### config.mk
export PLATFORM = sky130hd
export DESIGN_NAME = token_fifo_ctrl
export DESIGN_NICKNAME = d
export VERILOG_FILES = /design/src/rtl/tf_pkg.sv /design/src/rtl/tf_rst_sync.sv /design/src/rtl/tf_slot.sv /design/src/rtl/tf_hop.sv /design/src/rtl/token_fifo_ctrl.sv
export SDC_FILE = /design/constraint.sdc
export NUM_CORES = 1
export LEC_CHECK = 0
export ABC_CLOCK_PERIOD_IN_PS = 1600
export CORE_MARGIN = 8
export CORE_UTILIZATION = 25
export DETAILED_ROUTE_END_ITERATION = 8
export SYNTH_ARGS = -nofsm -noshare
export SYNTH_HDL_FRONTEND = slang
export SYNTH_SLANG_ARGS = --single-unit
### constraint.sdc
create_clock -name clk -period 1.6 [get_ports clk]
set_input_delay 0.32 -clock clk [delete_from_list [all_inputs] [get_ports clk]]
set_output_delay 0.32 -clock clk [all_outputs]
set_load 0.02 [all_outputs]
### src/rtl/tf_pkg.sv
package tf_pkg;

  // Width of a down-counter that must hold the value `cycles`.
  function automatic int unsigned hold_bits(input int unsigned cycles);
    int unsigned bits;
    bits = $clog2(cycles + 1);
    return (bits < 1) ? 1 : bits;
  endfunction

endpackage

### src/rtl/tf_rst_sync.sv
module tf_rst_sync (
  input  logic clk,
  input  logic rst_n,
  output logic rst_sync_n
);

  logic [1:0] sync_q;
  logic [1:0] sync_d;

  always_comb begin
    sync_d = {sync_q[0], 1'b1};
  end

  always_ff @(posedge clk or negedge rst_n) begin
    if (!rst_n) begin
      sync_q <= 2'b00;
    end else begin
      sync_q <= sync_d;
    end
  end

  assign rst_sync_n = sync_q[1];

endmodule

### src/rtl/tf_slot.sv
// One storage slot: an occupancy bit (1 = vacant) and a data word.
module tf_slot #(
  parameter int unsigned WIDTH = 8
) (
  input  logic             clk,
  input  logic             rst_n,
  input  logic             fill_i,
  input  logic             drain_i,
  input  logic [WIDTH-1:0] din_i,
  output logic             vacant_o,
  output logic [WIDTH-1:0] dout_o
);

  logic             vacant_q;
  logic             vacant_d;
  logic [WIDTH-1:0] data_q;
  logic [WIDTH-1:0] data_d;
  logic             data_en;

  always_comb begin
    vacant_d = vacant_q;
    if (fill_i) begin
      vacant_d = 1'b0;
    end else if (drain_i) begin
      vacant_d = 1'b1;
    end
    data_en = fill_i;
    data_d  = din_i;
  end

  always_ff @(posedge clk or negedge rst_n) begin
    if (!rst_n) begin
      vacant_q <= 1'b1;
      data_q   <= '0;
    end else begin
      vacant_q <= vacant_d;
      if (data_en) begin
        data_q <= data_d;
      end
    end
  end

  assign vacant_o = vacant_q;
  assign dout_o   = data_q;

endmodule

### src/rtl/tf_hop.sv
// Transfer cell between two slots. The rear slot's occupancy is sensed
// through one register (slow forward path); the forward slot's vacancy is
// used directly (fast reverse path). After a one-cycle pulse the cell holds
// off for RESET_CYCLES cycles, which also covers the stale sensed value.
module tf_hop #(
  parameter int unsigned RESET_CYCLES = 3
) (
  input  logic clk,
  input  logic rst_n,
  input  logic pred_vacant_i,
  input  logic succ_vacant_i,
  output logic fire_o
);

  localparam int unsigned     CW   = tf_pkg::hold_bits(RESET_CYCLES);
  localparam logic [CW-1:0]   HOLD = CW'(RESET_CYCLES);
  localparam logic [CW-1:0]   ONE  = CW'(1);

  logic          pred_full_q;
  logic          pred_full_d;
  logic [CW-1:0] hold_q;
  logic [CW-1:0] hold_d;
  logic          armed;

  always_comb begin
    pred_full_d = ~pred_vacant_i;
    armed       = (hold_q == '0);
    fire_o      = pred_full_q & succ_vacant_i & armed;
    if (fire_o) begin
      hold_d = HOLD;
    end else if (!armed) begin
      hold_d = hold_q - ONE;
    end else begin
      hold_d = hold_q;
    end
  end

  always_ff @(posedge clk or negedge rst_n) begin
    if (!rst_n) begin
      pred_full_q <= 1'b0;
      hold_q      <= '0;
    end else begin
      pred_full_q <= pred_full_d;
      hold_q      <= hold_d;
    end
  end

endmodule

### src/rtl/token_fifo_ctrl.sv
module token_fifo_ctrl #(
  parameter int unsigned SLOTS        = 4,
  parameter int unsigned WIDTH        = 8,
  parameter int unsigned RESET_CYCLES = 3
) (
  input  logic             clk,
  input  logic             rst_n,
  input  logic             in_valid,
  input  logic [WIDTH-1:0] in_data,
  output logic             in_ready,
  output logic             out_valid,
  input  logic             out_take,
  output logic [WIDTH-1:0] out_data,
  output logic [SLOTS-1:0] slot_vacant
);

  localparam int unsigned LAST = SLOTS - 1;

  logic                        rst_sync_n;
  logic [SLOTS-1:0]            fill;
  logic [SLOTS-1:0]            drain;
  logic [SLOTS-1:0][WIDTH-1:0] slot_data;

  tf_rst_sync i_rst_sync (
    .clk        (clk),
    .rst_n      (rst_n),
    .rst_sync_n (rst_sync_n)
  );

  // Edge handshakes
  assign in_ready    = slot_vacant[0];
  assign fill[0]     = in_valid & slot_vacant[0];
  assign out_valid   = ~slot_vacant[LAST];
  assign out_data    = slot_data[LAST];
  assign drain[LAST] = out_take & ~slot_vacant[LAST];

  for (genvar k = 0; k < SLOTS; k++) begin : g_slot
    if (k == 0) begin : g_head
      tf_slot #(.WIDTH(WIDTH)) i_slot (
        .clk      (clk),
        .rst_n    (rst_sync_n),
        .fill_i   (fill[k]),
        .drain_i  (drain[k]),
        .din_i    (in_data),
        .vacant_o (slot_vacant[k]),
        .dout_o   (slot_data[k])
      );
    end else begin : g_body
      tf_slot #(.WIDTH(WIDTH)) i_slot (
        .clk      (clk),
        .rst_n    (rst_sync_n),
        .fill_i   (fill[k]),
        .drain_i  (drain[k]),
        .din_i    (slot_data[k-1]),
        .vacant_o (slot_vacant[k]),
        .dout_o   (slot_data[k])
      );

      tf_hop #(.RESET_CYCLES(RESET_CYCLES)) i_hop (
        .clk           (clk),
        .rst_n         (rst_sync_n),
        .pred_vacant_i (slot_vacant[k-1]),
        .succ_vacant_i (slot_vacant[k]),
        .fire_o        (fill[k])
      );

      assign drain[k-1] = fill[k];
    end
  end

endmodule

After elaboration in Yosys (flattened, before gate mapping)
Cells that the tools add are included.
- add/sub/neg operators: 3
- equal/unequal tests: 3
- mux-type cells: 14
- bitwise gates (word level): 12
- reductions and logical operators: 7
- operators by type and width (cell ; number):
    $mux W2 ; 6
    $and A1 B1 Y1 ; 8
    $mux W1 ; 8
    $reduce_bool A2 Y1 ; 4
    $logic_not A2 Y1 ; 3
    $ne A2 B2 Y1 const B ; 3
    $sub A2 B1 Y2 const B ; 3
    $not A1 Y1 ; 4
- register bits: 47
- bits of input ports: 12
- word-level logic and storage cells: 54

Logic depth before layout (Yosys ltp)
- word-level depth: 4
- mapped depth: 4

By module
A second synthesis with hierarchy kept.
- cells, all modules: 119
- area total of the unflattened synthesis: 1988.2 um2
- by module, submodules not included (module ; instances ; cells an instance ; area each (um2) ; sequential area each (um2)):
    tf_slot ; 4 ; 19 ; 367.9 ; 226.5
    tf_hop ; 3 ; 12 ; 146.4 ; 75.1
    tf_rst_sync ; 1 ; 3 ; 53.8 ; 50.0
    token_fifo_ctrl ; 1 ; 4 ; 23.8 ; 0.0

Least setup slack after synthesis
OpenSTA, ideal clock, no wires.
- path kind: register -> register
- start: register g_slot[2].g_body.i_hop.hold_q[0]
- end: register g_slot[2].g_body.i_slot.data_q[0]
- setup time: 0.125 ns
- data arrival time: 1.091 ns
- required time: 1.475 ns
- setup slack: 0.384 ns
- stages on the path, launching flop included: 5
- path buffers: 0
- period minus slack after synthesis: 1.216 ns
- cell sequence: dfrtp_1 -> inv_1 -> ha_1 -> nand3_2 -> mux2_2
- cells in the longest elaborated chain, start to end: 2
- RTL lines (item ; RTL line ; source):
    from (decl) ; tf_hop.sv:21 ; logic [CW-1:0] hold_q;
    from (signal assigned) ; tf_hop.sv:44 ; hold_q <= hold_d;
    $logic_not A2 Y1 ; tf_hop.sv:27 ; armed = (hold_q == '0);
    $and A1 B1 Y1 ; tf_hop.sv:28 ; fire_o = pred_full_q & succ_vacant_i & armed;
    to (signal assigned) ; tf_slot.sv:38 ; data_q <= data_d;
    to (decl) ; tf_slot.sv:16 ; logic [WIDTH-1:0] data_q;
No other way between the ends.
A chain may end at the register's enable or synchronous reset.

Final worst setup path
- start: register g_slot[3].g_body.i_slot.vacant_q
- end: output port out_valid
- cells in the longest elaborated chain, start to end: 1
- RTL lines (item ; RTL line ; source):
    from (decl) ; tf_slot.sv:14 ; logic vacant_q;
    from (signal assigned) ; tf_slot.sv:36 ; vacant_q <= vacant_d;
    $not A1 Y1 ; token_fifo_ctrl.sv:33 ; assign out_valid = ~slot_vacant[LAST];
    to (decl) ; token_fifo_ctrl.sv:11 ; output logic out_valid,
No other way between the ends.

==> metrics.md <==
| Metric | Value |
|---|---|
| Ys flop type | dfrtp_1 |
| Top cell type's share of synthesized area | 0.587 |
| Area taken by multi-input logic gates | 583 µm² |
| Mapped Avg Cell Area | 15.5 µm² |
| Largest net degree at the start of global routing | 27 |
| Vias in the first global route | 1008 |
| Critical Path RT | 1.28 ns |
| TritonCTS clock tree | yes |
| Slew Limit Fails | 0 |
| Leak | 1.10 nW |
| Area contributors post-synth | dfrtp_1 59%, mux2_2 20%, dfstp_2 5.7% |
| Pint | 2.88 mW |
| CP endpoint kind | output port |
| Num rows | 31 |
| Post-synthesis async set-or-reset flop share | 1.00 |
| Yosys cell types | 17 |
| Fillers | 711 |
| Antenna violations before repair | 0 |
| Status | completed |
| Post-route cell area | 0.00231 mm² |
| Syn Nets | 133 |
| Vias after detailed routing | 973 |
| Clock slew at reported path FFs | 0.08 ns |
| Maximum VDD drop | 0.633 mV |
| Routed vias/inst | 3.89 |
| Cells after Synth | 118 |
| Hold WC Path Type | input pin to async pin |
| WP data arrival | 1.20 ns |
| N_diodes | 0 |
| Avg WL per Cell | 12.1 µm |
| Fin. Hold Viols | 0 |
| Global route overflow | 0 |
| Total Routing Usage GR | 0.0646 |
| Fin crit period | 1.52 ns |
| Sw frac | 0.310 |
| Drt pass-1 iters | 4 |
| Placed cell areas | 0.00223 mm² |
| RSZ-0062 raised after global routing | no |
| Power Dens Cells | 1810 mW/mm² |
| Final setup vio count | 0 |
| NumNets Final | 165 |
| DRT iter0 DRCs | 11 |
| Logic pwr share | 0.359 |
| Ys Warns | 0 |
| Synth area leader | dfrtp_1 |
| Top-count cell post-synth | dfrtp_1 |
| Clock power share | 0.162 |
| Register area share after synthesis | 0.645 |
| Core area | 0.00718 mm² |
| Clock Skews | 0.00514 ns |
| Period utilization | 0.951 |
| Worst-skew pair later-pin latency | 0.29 ns |
| Drt drc | 0 |
| Die Y | 102 µm |
| CTS Buf Count | 5 |
| Longest Clk Path Bufs | 2 |
| Root Buffer | clkbuf_8 |
| Largest fanout on the critical path | 5 |
| Layout cells sized above 1 | 0.358 |
| Switching pwr | 1.30 mW |
| Initial Util | 0.255 |
| Area grow syn2layout | 26.2% |
| Die width | 102 µm |
| Worst r2r path cells | 4 |
| Yosys reg bits | 47 |
| WS Path Type | flip-flop to output port |
| Mapped Area | 0.00183 mm² |
| F_max | 0.657 GHz |
| Final GP Congestion | 0.655 |
| FF/Latch Area | 0.00118 mm² |
| Die area | 0.0103 mm² |
| # port buffers | 25 |
| Num ports | 26 |
| DRT Wirelength | 3030 µm |
| Routed Antenna Nets | 0 |
| CTS Hold Bufs | 0 |
| Hpwl dp | 2190 µm |
| Max-capacitance violation count | 0 |
| Most instantiated cells after synthesis | 43 x dfrtp_1, 33 x mux2_2, 10 x inv_1 |
| Clock sink count | 47 |
| Seq pwr share | 0.479 |
| H-Tree Depth | 2 |
| Crit start category | flip-flop |
| Setup tns final | 0 ns |
| Number of synthesized flops with an enable pin | 0 |
| First-pass GRT wire length | 4980 µm |
## power groups by stage
stage	Combinational, mW	Clock [mW]	Sequential [mW]
2_1_floorplan	0.990	0	2.12
3_3_place_gp	1.57	0	2.02
3_5_place_dp	1.63	0	2.05
4_1_cts	1.56	0.710	2.02
5_1_grt	1.66	0.758	2.08
6_report	1.50	0.677	2.00
## final timing paths
path | slack (ns) | from | end
max reg2reg | 0.23 | g_slot[2].g_body.i_hop.hold_q[0] | g_slot[2].g_body.i_slot.dout_o[4]
max in group asynchronous | 0.79 | i_rst_sync.sync_q[1] | g_slot[2].g_body.i_slot.vacant_o
max | 0.08 | g_slot[3].g_body.i_slot.vacant_o | out_valid
min | 0.18 | rst_n | i_rst_sync.sync_q[0]
min reg2reg | 0.22 | i_rst_sync.sync_q[1] | g_slot[1].g_body.i_slot.dout_o[1]
min in group clk | 0.35 | i_rst_sync.sync_q[0] | i_rst_sync.sync_q[1]
## layout make-up
class                      instances  area share
sequential                        47       0.512
clock buffer                       7      0.0330
inverter                          10      0.0162
clock inverter                     1     0.00217
multi-input combinational         57       0.252
tap                               99      0.0536
timing repair buffer              29       0.131
## per-stage QoR
stage	util	hold WS [ns]	setup slack, ns	cells	total power, mW
after detailed placement	0.311	0.235	0.118	242	3.67
after floorplan	-	0.0244	0.202	118	3.11
final	0.322	0.178	0.0787	250	4.18
after global placement	0.311	0.231	0.126	242	3.59
after global routing	0.322	0.168	0.0298	250	4.49
after CTS	0.321	0.170	0.000571	250	4.29
## cell families after synthesis
kind of cell | after synthesis | share of synthesized area
mux | 38 | 0.230
fa+ha+maj | 3 | 0.0205
buf+inv | 14 | 0.0369
flops | 47 | 0.645
simple gates | 5 | 0.0260
compound gates | 10 | 0.0396
other cells | 1 | 0.00205
## per-layer routing
| layer | global-route usage | up-vias | wire length [µm] |
|---|---|---|---|
| met5 | 0 | - | 0 |
| met4 | 0.0344 | 0 | 39 |
| met3 | 0.0268 | 4 | 152 |
| met2 | 0.0996 | 20 | 1440 |
| met1 | 0.0746 | 484 | 1390 |
| li1 | - | 465 | - |
## cells in the final DEF, fill, tap and decap left out, drive strengths merged
cell type and instances:
nand2 1, o21ai 2, mux2i 5, ha 3, nor2b 1, a21bo 3
conb 1, buf 4, dlymetal6s2s 4, mux2 33, dlygate4sd2 10, dfstp 4
a21boi 2, o21a 1, dfrtp 43, inv 10, clkbuf 7, nand3 3
clkinv 1, clkdlybuf4s50 11, a21oi 2
## worst max-delay path: stages, from the launching register on
cell           delay (ns)
dfstp_2              0.57
inv_1                0.04
dlygate4sd2_1        0.31
## state kept, by name, indices dropped and copies added (netlist names)
signal                           flops
g_slot.g_body.i_hop.pred_full_q      3
g_slot.g_body.i_hop.hold_q           6
g_slot.g_body.i_slot.vacant_o        3
g_slot.g_head.i_slot.dout_o          8
i_rst_sync.sync_q                    2
g_slot.g_head.i_slot.vacant_o        1
g_slot.g_body.i_slot.dout_o         24
## what timing repair did
action | 4_1_cts | 5_1_grt
gates cloned | 0 | 0
endpoints found under the hold margin | 0 | 0
gates resized for setup | 10 | 4
setup buffers | 0 | 0
endpoints found under the setup margin | 10 | 4
No activity file was read; power rests on OpenSTA's default activity.
